### src/rtl/vcfg_pkg.sv
package vcfg_pkg;

  // Width in bits selected by the three width bits of the type word.
  function automatic int unsigned elem_width(input logic [2:0] wcode);
    elem_width = 32'd8 << wcode;
  endfunction

  // Magnitude of a negative group exponent (only meaningful when bit 2 set).
  function automatic logic [2:0] frac_shift(input logic [2:0] gcode);
    frac_shift = 3'd0 - gcode;
  endfunction

  // Group factor must lie between 1/8 and 8; exponent -4 falls outside.
  function automatic logic group_in_range(input logic [2:0] gcode);
    group_in_range = (gcode != 3'b100);
  endfunction

  // Element width must fit in ELEN scaled by min(group, 1).
  function automatic logic width_fits(input int unsigned elen,
                                      input logic [2:0]  wcode,
                                      input logic [2:0]  gcode);
    int unsigned w;
    w = elem_width(wcode);
    if (gcode[2])
      width_fits = ((w << frac_shift(gcode)) <= elen);
    else
      width_fits = (w <= elen);
  endfunction

  // Maximum length with integer shifts only.
  function automatic int unsigned calc_vlmax(input int unsigned vlen,
                                             input logic [2:0]  wcode,
                                             input logic [2:0]  gcode);
    int unsigned per_reg;
    per_reg = vlen >> (32'(wcode) + 32'd3);
    if (gcode[2])
      calc_vlmax = per_reg >> frac_shift(gcode);
    else
      calc_vlmax = per_reg << gcode[1:0];
  endfunction

endpackage

### src/rtl/vcfg_type_decode.sv
module vcfg_type_decode #(
  parameter int XLEN = 64,
  parameter int VLEN = 128,
  parameter int ELEN = 64,
  parameter int VL_W = 8
) (
  input  logic [XLEN-1:0] req_type,
  output logic            illegal,
  output logic [VL_W-1:0] vlmax,
  output logic            tail_ag,
  output logic            mask_ag
);
  logic [2:0] wcode;
  logic [2:0] gcode;
  logic       upper_nz;
  logic       grp_ok;
  logic       wid_ok;

  assign wcode    = req_type[5:3];
  assign gcode    = req_type[2:0];
  assign upper_nz = |req_type[XLEN-1:8];
  assign grp_ok   = vcfg_pkg::group_in_range(gcode);
  assign wid_ok   = vcfg_pkg::width_fits(ELEN, wcode, gcode);

  always_comb begin
    illegal = upper_nz | ~grp_ok | ~wid_ok;
    if (illegal) begin
      vlmax   = '0;
      tail_ag = 1'b0;
      mask_ag = 1'b0;
    end else begin
      vlmax   = VL_W'(vcfg_pkg::calc_vlmax(VLEN, wcode, gcode));
      tail_ag = req_type[6];
      mask_ag = req_type[7];
    end
  end
endmodule

### src/rtl/vcfg_len_select.sv
module vcfg_len_select #(
  parameter int XLEN = 64,
  parameter int VL_W = 8
) (
  input  logic [VL_W-1:0] vlmax,
  input  logic [VL_W-1:0] cur_vl,
  input  logic [XLEN-1:0] avl,
  input  logic            dst_zero,
  input  logic            src_zero,
  output logic [VL_W-1:0] new_vl
);
  logic avl_over;
  logic cur_over;

  assign avl_over = (avl > XLEN'(vlmax));
  assign cur_over = (cur_vl > vlmax);

  always_comb begin
    if (vlmax == '0)
      new_vl = '0;
    else if (!src_zero)
      new_vl = avl_over ? vlmax : avl[VL_W-1:0];
    else if (!dst_zero)
      new_vl = vlmax;
    else
      new_vl = cur_over ? vlmax : cur_vl;
  end
endmodule

### src/rtl/vcfg_unit.sv
module vcfg_unit #(
  parameter int XLEN = 64,
  parameter int VLEN = 128,
  parameter int ELEN = 64,
  localparam int VL_W = $clog2(VLEN) + 1
) (
  input  logic            clk,
  input  logic            rst_n,
  input  logic            cfg_valid,
  input  logic [XLEN-1:0] cfg_type,
  input  logic [XLEN-1:0] cfg_avl,
  input  logic            dst_zero,
  input  logic            src_zero,
  output logic            cfg_done,
  output logic [VL_W-1:0] cfg_vl,
  output logic            csr_wr_en,
  output logic [XLEN-1:0] csr_type_wdata,
  output logic [VL_W-1:0] csr_vl_wdata,
  output logic            csr_vstart_clr,
  output logic [VL_W-1:0] max_vl,
  output logic            tail_agn,
  output logic            mask_agn,
  output logic            type_ill
);
  localparam logic [XLEN-1:0] ILL_TYPE = {1'b1, {(XLEN-1){1'b0}}};

  logic [XLEN-1:0] type_q;
  logic [VL_W-1:0] vl_q, vlmax_q;
  logic            ta_q, ma_q, ill_q, done_q;

  logic            dec_ill, dec_ta, dec_ma;
  logic [VL_W-1:0] dec_vlmax;

  // Named internal events for the checker
  logic            type_changed;
  logic            eff_ill, eff_ta, eff_ma;
  logic [VL_W-1:0] eff_vlmax;
  logic [VL_W-1:0] sel_vl;
  logic [XLEN-1:0] next_type;

  vcfg_type_decode #(.XLEN(XLEN), .VLEN(VLEN), .ELEN(ELEN), .VL_W(VL_W)) dec_i (
    .req_type (cfg_type),
    .illegal  (dec_ill),
    .vlmax    (dec_vlmax),
    .tail_ag  (dec_ta),
    .mask_ag  (dec_ma)
  );

  assign type_changed = (cfg_type != type_q);

  always_comb begin
    if (type_changed) begin
      eff_ill   = dec_ill;
      eff_ta    = dec_ta;
      eff_ma    = dec_ma;
      eff_vlmax = dec_vlmax;
      next_type = dec_ill ? ILL_TYPE : cfg_type;
    end else begin
      eff_ill   = ill_q;
      eff_ta    = ta_q;
      eff_ma    = ma_q;
      eff_vlmax = vlmax_q;
      next_type = type_q;
    end
  end

  vcfg_len_select #(.XLEN(XLEN), .VL_W(VL_W)) sel_i (
    .vlmax    (eff_vlmax),
    .cur_vl   (vl_q),
    .avl      (cfg_avl),
    .dst_zero (dst_zero),
    .src_zero (src_zero),
    .new_vl   (sel_vl)
  );

  always_ff @(posedge clk) begin
    if (!rst_n) begin
      type_q  <= ILL_TYPE;
      vl_q    <= '0;
      vlmax_q <= '0;
      ta_q    <= 1'b0;
      ma_q    <= 1'b0;
      ill_q   <= 1'b1;
      done_q  <= 1'b0;
    end else begin
      done_q <= cfg_valid;
      if (cfg_valid) begin
        type_q  <= next_type;
        vl_q    <= sel_vl;
        vlmax_q <= eff_vlmax;
        ta_q    <= eff_ta;
        ma_q    <= eff_ma;
        ill_q   <= eff_ill;
      end
    end
  end

  assign cfg_done       = done_q;
  assign cfg_vl         = vl_q;
  assign csr_wr_en      = done_q;
  assign csr_vstart_clr = done_q;
  assign csr_type_wdata = type_q;
  assign csr_vl_wdata   = vl_q;
  assign max_vl         = vlmax_q;
  assign tail_agn       = ta_q;
  assign mask_agn       = ma_q;
  assign type_ill       = ill_q;
endmodule

### config.mk
export PLATFORM = sky130hd
export DESIGN_NAME = vcfg_unit
export DESIGN_NICKNAME = d
export VERILOG_FILES = /design/src/rtl/vcfg_pkg.sv /design/src/rtl/vcfg_type_decode.sv /design/src/rtl/vcfg_len_select.sv /design/src/rtl/vcfg_unit.sv
export SDC_FILE = /design/constraint.sdc
export NUM_CORES = 1
export LEC_CHECK = 0
export ABC_CLOCK_PERIOD_IN_PS = 4500
export BUFFER_PORTS_ARGS = -buffer_cell sky130_fd_sc_hd__buf_4
export CAP_MARGIN = 20
export CORE_ASPECT_RATIO = 0.8
export CORE_UTILIZATION = 35
export DETAILED_ROUTE_END_ITERATION = 12
export PLACE_DENSITY = 0.72
export SLEW_MARGIN = 20
export SYNTH_ARGS = -nofsm -noshare
export SYNTH_HDL_FRONTEND = slang
export SYNTH_SLANG_ARGS = --single-unit
export TNS_END_PERCENT = 1
### constraint.sdc
create_clock -name clk -period 4.5 [get_ports clk]
set_input_delay 0.45 -clock clk [delete_from_list [all_inputs] [get_ports clk]]
set_output_delay 0.45 -clock clk [all_outputs]
set_load 0.01 [all_outputs]
**Word level (Yosys, flattened, before mapping)**

Cells that the tools add are included.
W data, S select, Z words.

- Add/sub/neg operators: 2
- Shifts and indexed selects: 5
- Muxes and demuxes: 12
- Eq/ne operators: 3
- Magnitude comparators: 4
- Reduce and logical (&&, ||, !) cells: 4
- Bitwise logic cells: 4

Operators with widths:

| cell | number |
|---|---|
| $gt A64 B8 Y1 | 1 |
| $le A32 B7 Y1 const B | 2 |
| $mux W64 | 1 |
| $mux W8 | 8 |
| $ne A64 B64 Y1 | 1 |
| $reduce_or A56 Y1 | 1 |
| $shl A32 B2 Y8 | 1 |
| $shl A32 B3 Y32 | 1 |
| $shl A4 B3 Y32 const A | 1 |
| $shr A32 B3 Y8 | 1 |
| $shr A8 B32 Y32 const A | 1 |
| $gt A8 B8 Y1 | 1 |
| $logic_not A8 Y1 | 1 |
| $add A3 B2 Y4 const B | 1 |
| $ne A4 B2 Y1 const B | 1 |
| $reduce_and A2 Y1 | 2 |
| $mux W1 | 3 |
| $ne A3 B3 Y1 const B | 1 |
| $sub A1 B3 Y3 const A | 1 |
| $not A1 Y1 | 2 |
| $or A1 B1 Y1 | 2 |

- Output and inout bits: 94
- Logic and storage cells: 41
- Register bits: 84
- Bits of input ports: 133

**Depth between registers and ports, before layout**

- Depth in word-level cells: 13
- Depth in mapped cells: 21
- Depth with buffers taken out: 20

**Hierarchy**

Synthesis repeated with hierarchy kept, for this count alone.

- Cell total of the unflattened synthesis: 667
- Area total of the unflattened synthesis: 5675.4 um2

Modules (own cells, without submodules):

| module | cells each | area an instance (um2) | times used | sequential area each (um2) |
|---|---|---|---|---|
| vcfg_unit | 456 | 4247.8 | 1 | 1681.6 |
| vcfg_len_select | 131 | 928.4 | 1 | 0.0 |
| vcfg_type_decode | 80 | 499.2 | 1 | 0.0 |

**Worst setup path before layout**

OpenSTA, ideal clock, no wires.

- Kind: input -> register
- Start point: input cfg_type[1]
- End point: register vl_q[2] (netlist: cfg_vl[2])
- Stages: 19
- Data required time: 4425 ps
- Arrival time: 4074 ps
- Buffers on the path: 1
- Path slack: 351 ps
- Setup time: 75 ps
- Path through: buf_2 > inv_1 > ha_1 > ha_1 > nor4_1 > nand4_1 > nor2_1 > nand2_1 > a2111oi_0 > mux2i_1 > ha_1 > nand3_1 > nor2_1 > nand2_1 > o311ai_0 > nand4_1 > a21oi_1 > nor3_2 > o22ai_1

- Cells in the longest elaborated chain, start to end: 12
- Elaborated cells on any way between the ends: 25
- Those cells by class: 1 x add/sub; 3 x order compare; 3 x eq/ne; 3 x shift; 9 x mux; 4 x bitwise; 2 x reduce/logical

Ends and longest elaborated chain:

| what | line | RTL |
|---|---|---|
| start: declaration | vcfg_unit.sv:10 | `input logic [XLEN-1:0] cfg_type,` |
| $sub A1 B3 Y3 | vcfg_pkg.sv:10 | `frac_shift = 3'd0 - gcode;` |
| $shl A32 B3 Y32 | vcfg_pkg.sv:25 | `width_fits = ((w << frac_shift(gcode)) <= elen);` |
| $le A32 B7 Y1 | vcfg_pkg.sv:25 |  |
| $mux W1 | vcfg_pkg.sv:24 | `if (gcode[2])` |
| $not A1 Y1 | vcfg_type_decode.sv:26 | `illegal = upper_nz \| ~grp_ok \| ~wid_ok;` |
| $or A1 B1 Y1 | vcfg_type_decode.sv:26 |  |
| $mux W8 | vcfg_type_decode.sv:27 | `if (illegal) begin` |
| $mux W8 (*) | vcfg_unit.sv:52 | `if (type_changed) begin` |
| $gt A64 B8 Y1 / $mux W8 (equally long branches) | vcfg_len_select.sv:15, vcfg_len_select.sv:26 |  |
| $mux W8 (on tied branches) | vcfg_len_select.sv:22, vcfg_len_select.sv:23 |  |
| $mux W8 | vcfg_len_select.sv:21 | `else if (!src_zero)` |
| $mux W8 | vcfg_len_select.sv:19 | `if (vlmax == '0)` |
| end signal: assignment | vcfg_unit.sv:89 | `vl_q <= sel_vl;` |
| end: declaration | vcfg_unit.sv:28 | `logic [VL_W-1:0] vl_q, vlmax_q;` |

Every way passes the cells marked *; elsewhere a longest branch is shown, timed or not. The select of a mux whose other input is x is not followed.
A chain may end at the register's enable or synchronous reset.

**Worst setup path in the final report**

- Start point: input cfg_type[18]
- End point: register vl_q[5] (netlist: cfg_vl[5])

- Cells in the longest elaborated chain, start to end: 9
- Elaborated cells on any way between the ends: 16
- Those cells by class: 2 x order compare; 2 x eq/ne; 7 x mux; 2 x bitwise; 3 x reduce/logical

Ends and longest elaborated chain:

| what | line | RTL |
|---|---|---|
| $reduce_or A56 Y1 | vcfg_type_decode.sv:21 | `assign upper_nz = \|req_type[XLEN-1:8];` |
| $or A1 B1 Y1 (2 in series) | vcfg_type_decode.sv:26 |  |
| $mux W8 | vcfg_type_decode.sv:27 |  |
| $mux W8 (*) | vcfg_unit.sv:52 |  |
| $gt A64 B8 Y1 / $mux W8 (equally long branches) | vcfg_len_select.sv:15, vcfg_len_select.sv:26 |  |
| $mux W8 (on tied branches) | vcfg_len_select.sv:22, vcfg_len_select.sv:23 |  |
| $mux W8 | vcfg_len_select.sv:21 |  |
| $mux W8 | vcfg_len_select.sv:19 |  |

Marked as above.

==> results.md <==
* Post-Syn Area per Cell at 7.781 µm²
* Sw Pwr at 506.2 µW
* Min-Delay Path Class: in2reg
* Setup violations, final at 0
* Post-synth top area cell: dfxtp_1
* Slew margin rel. at 0.4577
* #FFs+latches synth at 82
* Share of post-route cells with drive strength above 1 at 0.3107
* Layout Cells excl Fill at 1033
* Critical path's largest stage delay at 0.47 ns
* IO Pins at 227
* 1st-iter DRT viols at 403
* Initial core utilization at 0.3634
* Mapped Area at 5011 µm²
* DP Area at 6820 µm²
* GRT Total Usage at 0.2300
* # rows at 38
* Clock power share at 0.412
* Post-cts sizing count at 0
* CP Capture Type: flop
* Cts bufs inserted at 9
* CP arrival at 4.43 ns
* Worst Slack Setup Final at 0.3153 ns
* Vias per inst at 5.246
* Worst-Skew Late Latency at 0.34 ns
* CP Launch Type: input pin
* Final TNS setup at 0 ns
* CTS Sinks at 82
* Buffer levels on the longest clock path at 2
* Reg2reg end: cfg_vl[2]
* Final hold vios at 0
* TritonRoute pass-1 iters at 5
* Worst-path clk slew at 0.07 ns
* Distinct cells, synth at 55
* FF-to-FF path depth at 16
* Hold Path End: csr_type_wdata[63]
* Main flop type after synthesis: dfxtp_1
* Hold Crit Depth at 3
* Area of the die at 14800 µm²
* Worst-Margin Slew at 0.8135 ns
* Final GP Congestion at 0.9083
* Post-synth top area share at 0.3276
* Fraction of registers with async set/reset at 0
* Met1 Use GR at 0.3467
* Hold_sp: cfg_type[63]
* MaxCap Viol Count at 0
* Synth Warn # at 0
* Syn Nets at 791
* Met3 Usage GRT at 0.02836
* Critical Path RT at 4.74 ns
* Hold Buf Count CTS at 0
* Vias in the first global route at 4763
* Total gr overflow at 0
* Internal at 1331 µW
* CORE AREA at 13790 µm²
* Worst Hold Slack at 0.3662 ns
* Residual DRC count at 0
* Sequential area share after synthesis at 0.3276
* Net Sw Frac at 0.2755
* Ant. Diodes at 0
* Pin count of the biggest net entering global routing at 76
* CP Launch Point: cfg_type[18]
* CP dominant cell by count: a21o_1
* Busiest grt layer: met1
* Dpl ws at -0.1149 ns
* Slowest cell on crit path: a2111oi_1
* Layout Nets at 995
* DIE HEIGHT at 109.0 µm
* TritonCTS clock tree: built
* Synth-to-layout area growth at 42.35%
* Total Wirelength at 17.67 mm
* Dpl cells at 1017
* Antenna violations before repair at 0
* Avg WL per Cell at 17.11 µm
* Total number of vias at 5419
* Final Max Tran Viols at 0
* Depth of the CTS H-tree at 3
* PD cells at 257.6 nW/µm²
* CP max FO at 8
* Max Fclk at 0.2390 GHz
* Global-route wire length before repair at 26.05 mm
* Status: complete, no violations
* Met2 Resource Use GR at 0.3360
* Peak supply drop at 0.0002399 V
* Post-CTS setup buffers at 0
* Crit path cell chain: buf_4, nor4_1, nand4_1, nor3_1, nand2_1, a2111oi_1, mux2i_1, ha_1, a21o_1, a21oi_1, o21ai_0, inv_1, a31oi_1, o211ai_1, a21o_1, o31ai_1
* RSZ-0062 raised after global routing: no
* Layout Skew at 0.009346 ns
* Synth area leaders: dfxtp_1 33%, xor2_1 11%, nand2_1 11%
* Cell area after layout at 7133 µm²
* Final Cycle Share at 0.9299
* Crit path time final at 4.185 ns
* Comb power frac at 0.174
* Part of the power in registers at 0.415
* Die width at 135.8 µm
* I/O Buffers at 226
* Post-synth EDFFs at 0
* Critical path class: in2reg
* Post-synth top cells: 147 x nand2_1, 82 x dfxtp_1, 71 x a21oi_1, 65 x xor2_1, 47 x nor4_1
* Gate Count Post-Synth at 644
* Cell leakage power at 0.003204 µW
* Post-DRT Antenna Nets at 0
* CTS root buffer: clkbuf_16
* RR Startpoint: csr_type_wdata[59]
* R2R Setup Slk at 0.57 ns
* Post-detail-place hpwl at 13.71 mm
* Most frequent cell after synthesis: nand2_1
-- power groups by stage --
stage | logic, µW | clock network [µW] | registers [µW]
after global placement | 313 | 0 | 778
after global routing | 345 | 793 | 764
after CTS | 317 | 764 | 762
after detailed placement | 315 | 0 | 778
after floorplan | 122 | 0 | 784
final | 319 | 756 | 762
-- logic make-up (layout without fill, tap and decap cells) --
group	after synthesis	after routing	synth area share
buffers and inverters	56	265	0.05468
AO/OA/AOI/OAI	132	132	0.1635
flip-flops	82	82	0.3276
multiplexers	13	13	0.02672
AND/OR/NAND/NOR	279	279	0.2737
XOR/XNOR	68	68	0.1189
adder cells (fa/ha/maj)	14	14	0.03496
-- flip-flops by register name, indices dropped and copies added (netlist names) --
| name | count |
|---|---|
| csr_type_wdata | 64 |
| cfg_vl | 8 |
| max_vl | 8 |
| cfg_done | 1 |
| type_ill | 1 |
-- final cells by class --
type                    count  area, µm²
clock buffers               9      225.2
clock inverters             7      77.57
fillers                  1357       6655
inverters                  12      45.04
multi-input cells         506       3127
flip-flops and latches     82       1642
well taps                 180      225.2
repair buffers            237       1792
-- cells in the final DEF, fill, tap and decap left out, types with 8 or more instances in the layout --
cell type,synthesis,routed
nand2_1,147,147
nor2b_1,10,9
a21oi_1,71,71
nand4_1,15,15
buf_4,13,236
o22ai_1,8,8
clkbuf_16,0,9
mux2i_1,10,10
inv_1,12,12
dfxtp_1,82,82
ha_1,14,14
nand3_1,10,10
nor2_1,11,11
nor4_1,47,47
xor2_1,65,65
o31ai_1,10,10
-- worst max-delay path by stage --
stage / end / slack, ns / depth (start not counted)
floorplan: cfg_vl[2] / 0.35 / 19
global placement: cfg_vl[0] / -0.004 / 16
detailed placement: cfg_vl[1] / -0.11 / 16
CTS: cfg_vl[2] / 0.24 / 16
global route: cfg_vl[6] / 0.02 / 19
finish: cfg_vl[5] / 0.32 / 16
-- critical path: cells and delay by family --
family                     cells  cell delay [ns]
buffers and inverters          2             0.23
AOI/OAI and AO/OA              8             1.97
muxes                          1             0.21
adders and majority gates      1             0.35
and+or+nand+nor                4             1.21
-- metrics by stage --
step	utilization	total power [µW]
final	0.5173	1837
after global routing	0.5173	1902
after CTS	0.5166	1842
after detailed placement	0.4946	1093
after global placement	0.4946	1091
after floorplan	-	906.2
-- per-layer routing --
layer  up-vias  wire (µm)
met3        23       1101
li1       2679          -
met1      2527       8545
met5         -          0
met2       190       7688
met4         0        337
(Power assumes the default switching activity.)
